File: src/rtl/irqhs_pkg.sv
package irqhs_pkg;
  localparam int HOST_DW  = 32;
  localparam int ENA_POS  = 6;
  localparam int PEND_POS = 2;
  localparam int ACK_POS  = 8;

  typedef enum logic {
    SEL_STATUS = 1'b0,
    SEL_ACK    = 1'b1
  } host_sel_e;

  // Status word as the host reads it.
  function automatic logic [HOST_DW-1:0] status_word(input logic en, input logic pend);
    logic [HOST_DW-1:0] w;
    w           = '0;
    w[ENA_POS]  = en;
    w[PEND_POS] = pend;
    return w;
  endfunction

  // Next pending state: a fresh request outranks a same-edge acknowledge.
  function automatic logic next_pending(input logic cur, input logic hit, input logic ack);
    return hit | (cur & ~ack);
  endfunction
endpackage

File: src/rtl/irqhs_sync.sv
module irqhs_sync #(
  parameter int   STAGES  = 2,
  parameter logic RST_VAL = 1'b1
) (
  input  logic clk,
  input  logic rst_n,
  input  logic d_async,
  output logic q_sync
);
  generate
    if (STAGES <= 1) begin : g_single
      logic ff;
      always_ff @(posedge clk or negedge rst_n) begin
        if (!rst_n) ff <= RST_VAL;
        else        ff <= d_async;
      end
      assign q_sync = ff;
    end else begin : g_chain
      logic [STAGES-1:0] chain;
      always_ff @(posedge clk or negedge rst_n) begin
        if (!rst_n) chain <= {STAGES{RST_VAL}};
        else        chain <= {chain[STAGES-2:0], d_async};
      end
      assign q_sync = chain[STAGES-1];
    end
  endgenerate
endmodule

File: src/rtl/irqhs_pulse_qual.sv
module irqhs_pulse_qual #(
  parameter int MIN_LOW = 10
) (
  input  logic clk,
  input  logic rst_n,
  input  logic lvl,
  output logic hit
);
  localparam int            CW    = $clog2(MIN_LOW + 1);
  localparam logic [CW-1:0] CMAX  = CW'(MIN_LOW);
  localparam logic [CW-1:0] CLAST = CW'(MIN_LOW - 1);

  // Count consecutive low samples, saturating so one low period fires once.
  logic [CW-1:0] run;

  always_ff @(posedge clk or negedge rst_n) begin
    if (!rst_n)           run <= '0;
    else if (lvl)         run <= '0;
    else if (run != CMAX) run <= run + CW'(1);
  end

  assign hit = !lvl && (run == CLAST);
endmodule

File: src/rtl/irqhs_regs.sv
module irqhs_regs
  import irqhs_pkg::*;
(
  input  logic               clk,
  input  logic               rst_n,
  input  logic               hit,
  input  logic               wr,
  input  logic               sel,
  input  logic [HOST_DW-1:0] wdata,
  output logic [HOST_DW-1:0] rdata,
  output logic               pend,
  output logic               en,
  output logic               ack_stb
);
  logic cfg_wr;

  assign ack_stb = wr && (sel == SEL_ACK) && wdata[ACK_POS];
  assign cfg_wr  = wr && (sel == SEL_STATUS);

  always_ff @(posedge clk or negedge rst_n) begin
    if (!rst_n) begin
      pend <= 1'b0;
      en   <= 1'b0;
    end else begin
      pend <= next_pending(pend, hit, ack_stb);
      if (cfg_wr) en <= wdata[ENA_POS];
    end
  end

  assign rdata = (sel == SEL_ACK) ? '0 : status_word(en, pend);
endmodule

File: src/rtl/host_irq_handshake.sv
module host_irq_handshake
  import irqhs_pkg::*;
#(
  parameter int SYNC_STAGES = 2,
  parameter int MIN_LOW_CYC = 10
) (
  input  logic               clk,
  input  logic               rst_n,
  input  logic               ctrl_req_n,
  input  logic               host_wr,
  input  logic               host_sel,
  input  logic [HOST_DW-1:0] host_wdata,
  output logic [HOST_DW-1:0] host_rdata,
  output logic               irq_pull
);
  // Named internal events, visible to the bound checker.
  logic sync_lvl;
  logic q_hit;
  logic pend_flag;
  logic en_bit;
  logic ack_stb;

  irqhs_sync #(.STAGES(SYNC_STAGES), .RST_VAL(1'b1)) sync_i (
    .clk     (clk),
    .rst_n   (rst_n),
    .d_async (ctrl_req_n),
    .q_sync  (sync_lvl)
  );

  irqhs_pulse_qual #(.MIN_LOW(MIN_LOW_CYC)) qual_i (
    .clk   (clk),
    .rst_n (rst_n),
    .lvl   (sync_lvl),
    .hit   (q_hit)
  );

  irqhs_regs regs_i (
    .clk     (clk),
    .rst_n   (rst_n),
    .hit     (q_hit),
    .wr      (host_wr),
    .sel     (host_sel),
    .wdata   (host_wdata),
    .rdata   (host_rdata),
    .pend    (pend_flag),
    .en      (en_bit),
    .ack_stb (ack_stb)
  );

  // Drive-low request for a shared open-drain style line.
  assign irq_pull = pend_flag & en_bit;
endmodule

File: config.mk
export PLATFORM = sky130hd
export DESIGN_NAME = host_irq_handshake
export DESIGN_NICKNAME = d
export VERILOG_FILES = /design/src/rtl/irqhs_pkg.sv /design/src/rtl/irqhs_sync.sv /design/src/rtl/irqhs_pulse_qual.sv /design/src/rtl/irqhs_regs.sv /design/src/rtl/host_irq_handshake.sv
export SDC_FILE = /design/constraint.sdc
export NUM_CORES = 1
export LEC_CHECK = 0
export CAP_MARGIN = 40
export CORE_MARGIN = 2
export CORE_UTILIZATION = 25
export DETAILED_ROUTE_END_ITERATION = 12
export GPL_ROUTABILITY_DRIVEN = 0
export PLACE_DENSITY = 0.76
export SETUP_SLACK_MARGIN = 0.1
export SYNTH_ARGS = -nofsm -noshare
export SYNTH_HDL_FRONTEND = slang
export SYNTH_SLANG_ARGS = --single-unit
File: constraint.sdc
create_clock -name clk -period 1.7 [get_ports clk]
set_input_delay 0.34 -clock clk [delete_from_list [all_inputs] [get_ports clk]]
set_output_delay 0.34 -clock clk [all_outputs]
set_load 0.01 [all_outputs]
# Word-level counts from Yosys, hierarchy flattened
# Index checks and enable logic that the tools add are counted.
dict set report totals {
  register_bits 8
  wordCells 21
  in_bits 37
}
dict set report op_classes {
  mux 3
  addsub 1
  reduce_logical 6
  n_bitwise 5
  n_eq_ne 2
}
# operator count
set ops {}
lappend ops {{$mux W4} 2}
lappend ops {{$mux W7} 1}
lappend ops {{$add A4 B1 Y4 const B} 1}
lappend ops {{$eq A4 B4 Y1 const B} 1}
lappend ops {{$logic_and A1 B1 Y1} 4}
lappend ops {{$ne A4 B4 Y1 const B} 1}
lappend ops {{$and A1 B1 Y1} 2}
lappend ops {{$not A1 Y1} 2}
lappend ops {{$reduce_bool A2 Y1} 1}
lappend ops {{$logic_not A1 Y1} 1}
lappend ops {{$or A1 B1 Y1} 1}

# Logic depth before layout (Yosys ltp)
# Gate-level depths: netlist (run 1).
dict set report logic_depth {
  ltp_word 5
  mapped_depth 5
}

# Modules after synthesis
# Synthesis (run 1) repeated with hierarchy kept, for this count alone.
dict set report hier_totals {
  cells_unflattened 65
  area_unflattened_um2 638.1
}
# mod cells_per_inst instances area_each_um2 seq_area_each_um2
set modules_own_cells {}
lappend modules_own_cells {irqhs_regs 40 1 330.3 50.0}
lappend modules_own_cells {irqhs_pulse_qual 22 1 249.0 100.1}
lappend modules_own_cells {irqhs_sync 2 1 52.6 52.6}
lappend modules_own_cells {host_irq_handshake 1 1 6.3 0.0}

# Worst setup path before layout (run 1)
# Ideal clock, no wire load.
dict set report synth_timing {
  path_kind {register to register}
  from {register qual_i.run[0]}
  to {register qual_i.run[1]}
  required_time_ps 1613
  arrival_ps 979
  synth_period_minus_slack_ps 1065
  path_slack_ps 635
  stages_incl_launch_ff 6
  setup_time_ps 87
  path_cell_list {dfrtp_1 -> inv_1 -> ha_1 -> nand3b_4 -> nor2_2 -> a211oi_2}
}
dict set report synth_between {
  elab_chain_cells 3
  word_cells_on_any_way 5
}
# item line
set synth_rtl {}
lappend synth_rtl {{from (decl)} irqhs_pulse_qual.sv:14} ;# logic [CW-1:0] run;
lappend synth_rtl {{from (signal assigned)} irqhs_pulse_qual.sv:19} ;# else if (run != CMAX) run <= run + CW'(1);
lappend synth_rtl {{$add A4 B1 Y4} irqhs_pulse_qual.sv:19}
lappend synth_rtl {{$mux W4} irqhs_pulse_qual.sv:19}
lappend synth_rtl {{$mux W4} irqhs_pulse_qual.sv:18} ;# else if (lvl) run <= '0;
# Parallel ways exist; a longest one is shown, timed or not. The select of a mux whose other input is x is not followed.
# A chain may end at the register's enable or synchronous reset.

# Final worst setup path (run 1)
dict set report layout_timing {
  from {input host_sel}
  to {output host_rdata[6]}
}
dict set report layout_between {
  elab_chain_cells 1
}
# item line
set layout_rtl {}
lappend layout_rtl {{from (decl)} host_irq_handshake.sv:11} ;# input logic host_sel,
lappend layout_rtl {{$mux W7} irqhs_regs.sv:30} ;# assign rdata = (sel == SEL_ACK) ? '0 : status_word(en, pend);
lappend layout_rtl {{to (decl)} host_irq_handshake.sv:13} ;# output logic [HOST_DW-1:0] host_rdata,
# Every way passes these cells.

==> flow_summary.json, run 1 <==
{
  "yosys.area.top_type": "buf_4",
  "rr_startpoint": "qual_i.run[0]$_DFFE_PN0P_",
  "gr-usage-all-layers_pct": 5.76,
  "p_clk_share_pct": 32.9,
  "post-cts-setup-buffers": 0,
  "post-route-drc-count": 0,
  "leakage_nw": 0.381,
  "ys_ff_latch": 8,
  "internal_power_mw": 0.327,
  "clkTransAtPathRegs_ns": 0.05,
  "vdd_drop_max_mv": 0.472,
  "critPathRequiredTime_ns": 1.36,
  "ys_top_cells_by_area": "buf_4 36%, dfrtp_1 24%, dfstp_2 8.3%, ha_1 6.0%, nand3b_4 3.2%",
  "netlist_area_um2": 629,
  "port_buffers": 9,
  "final_util_pct": 27.6,
  "die_w_um": 54.2,
  "multi_input_area_um2": 303,
  "status": "finished clean",
  "die-area_um2": 2930,
  "critPathLaunchType": "input port",
  "power_frac_seq_pct": 48.6,
  "crit_path_end_kind": "primary output",
  "root_buffer": "clkbuf_4",
  "hold_ws_ns": 0.345,
  "ys_warn_count": 0,
  "critPathKind": "in -> out",
  "finalCriticalPeriod_ns": 1.52,
  "syn2layout_area_growth_pct": 6.56,
  "worstSetupEndpoint": "host_rdata[6]",
  "timing.fmax_mhz": 657,
  "antenna_left": 0,
  "p_sw_share_pct": 26.9,
  "rsz0062_at_grt": "no",
  "cts_max_level": 1,
  "wl_per_cell_um": 6.84,
  "rrSetupSlack_ns": 0.54,
  "hold_buffers": 0,
  "num_rows": 18,
  "fillers": 269,
  "grt_pass1_wl_um": 1120,
  "drive_above_1_share_pct": 13.0,
  "arrival_ns": 1.18,
  "p_switching_mw": 0.120,
  "synthCells": 64,
  "period_share_pct": 89.6,
  "reg2reg_to": "qual_i.run[1]$_DFFE_PN0P_",
  "via_per_inst": 3.29,
  "grt.overflow.total": 0,
  "register_area_um2": 203,
  "critPathLaunch": "host_sel",
  "drv_slew": 0,
  "syn_area_per_cell_um2": 9.83,
  "layout_commonest_cell": "conb_1",
  "p_per_area_nw_per_um2": 666,
  "cts_buffers": 3,
  "min_path_type": "in -> async",
  "die_height_um": 54.2,
  "vias": 352,
  "start_util_pct": 25.9,
  "ys_seq_area_share_pct": 32.2,
  "wl_um": 732,
  "mostFrequentLayoutCells": "30 x conb_1, 6 x clkdlybuf4s50_1, 6 x dfrtp_1",
  "cts_tree": "yes",
  "maxCapViolCount": 0,
  "grt_max_degree": 9,
  "clkSinkCount": 8,
  "power_mw": 0.447,
  "drt-initial-drc-count": 1,
  "hold_viol_final": 0,
  "core-area_um2": 2430,
  "worstPathMaxFanout": 3,
  "r2r_cells": 5,
  "ys_types": 22,
  "io_pins": 70,
  "clock_path_buffers": 2,
  "drt_pass1_iterations": 2,
  "grt_pass1_vias": 295,
  "hpwl_um": 667,
  "yosysTopAreaCellShare_pct": 35.8,
  "antenna_found_initial": 0,
  "clock_skew_ns": 0.00821,
  "setup_viol": 0,
  "cts_resized": 3,
  "n_antenna_cell": 0,
  "share_comb_of_total_power_pct": 18.5,
  "clock_latency_ns": 0.25,
  "nNetsFinal": 118
}
[cell usage after synthesis, drive strengths merged]
| library cell | n |
|---|---|
| a21oi | 1 |
| nand2 | 1 |
| a211oi | 1 |
| nand2b | 1 |
| dfstp | 2 |
| and2 | 1 |
| xnor2 | 1 |
| inv | 2 |
| ha | 3 |
| buf | 30 |
| a21o | 1 |
| nand3 | 2 |
| nand3b | 2 |
| xor2 | 1 |
| and4bb | 1 |
| nor2b | 3 |
| nor2 | 3 |
| dfrtp | 6 |
| mux2 | 1 |
| conb | 1 |
[how the worst min path moves through the flow]
stage	from	endpoint	slack (ns)	depth (start not counted)
2_1_floorplan	rst_n	qual_i.run[0]$_DFFE_PN0P_	0.04	0
3_3_place_gp	sync_i.g_chain.chain[0]$_DFF_PN1_	sync_i.g_chain.chain[1]$_DFF_PN1_	0.35	0
3_5_place_dp	sync_i.g_chain.chain[0]$_DFF_PN1_	sync_i.g_chain.chain[1]$_DFF_PN1_	0.35	0
4_1_cts	rst_n	qual_i.run[3]$_DFFE_PN0P_	0.34	1
5_1_grt	rst_n	qual_i.run[0]$_DFFE_PN0P_	0.35	1
6_report	rst_n	qual_i.run[3]$_DFFE_PN0P_	0.34	1
[final cells by class]
class | instances | area share, %
clock buffer | 4 | 3.92
sequential | 8 | 30.2
inverter | 2 | 1.12
tap | 30 | 5.60
multi-input combinational | 53 | 45.1
timing repair buffer | 10 | 14.0
[kinds of logic (layout without fill, tap and decap cells)]
logic type / Yosys count / after routing / share of synthesized area (%)
XOR/XNOR: 2 / 2 / 2.78
AO/OA/AOI/OAI: 3 / 3 / 3.98
flip-flops: 8 / 8 / 32.2
adder cells (fa/ha/maj): 3 / 3 / 5.96
buffers and inverters: 32 / 16 / 37.0
multiplexers: 1 / 1 / 1.79
other: 1 / 30 / 0.596
AND/OR/NAND/NOR: 14 / 14 / 15.7
[per-layer routing]
metal	up-vias	GRT usage (%)	share of wire [%]
met5	-	0	0
met4	0	6.25	0
met3	0	1.67	9.0
met2	27	9.64	56
met1	159	5.25	35
li1	166	-	-
[sequential cells by signal, indices dropped and copies added, names as in the netlist]
name,count
regs_i.en,1
regs_i.pend,1
sync_i.g_chain.chain,2
qual_i.run,4
[per-stage QoR]
step / setup WS, ns / TNS [ns] / std cells / instance area [µm²]
2_1_floorplan: 0.635 / 0 / 93 / 738
4_1_cts: 0.170 / 0 / 107 / 671
5_1_grt: 0.124 / 0 / 107 / 671
3_3_place_gp: -0.0737 / -0.147 / 103 / 648
6_report: 0.178 / 0 / 107 / 671
3_5_place_dp: -0.100 / -0.184 / 103 / 648
[power groups by stage]
stage	sequential [mW]	combinational, mW	clock, mW
2_1_floorplan	0.217	0.106	0
3_3_place_gp	0.219	0.0817	0
3_5_place_dp	0.220	0.0839	0
4_1_cts	0.217	0.0822	0.158
5_1_grt	0.219	0.0956	0.167
6_report	0.217	0.0825	0.147
[worst max-delay path: stages]
cell and delay (ns):
clkdlybuf4s50_1 0.44, nor2b_1 0.13, dlygate4sd2_1 0.27
Power figures use the tool's default switching activity.
==> run 2: changes to the inputs <==
- CTS_CLUSTER_DIAMETER: default -> 120
==> results of run 2 <==
Final layout, timing and power as in run 1 (identical DEF).
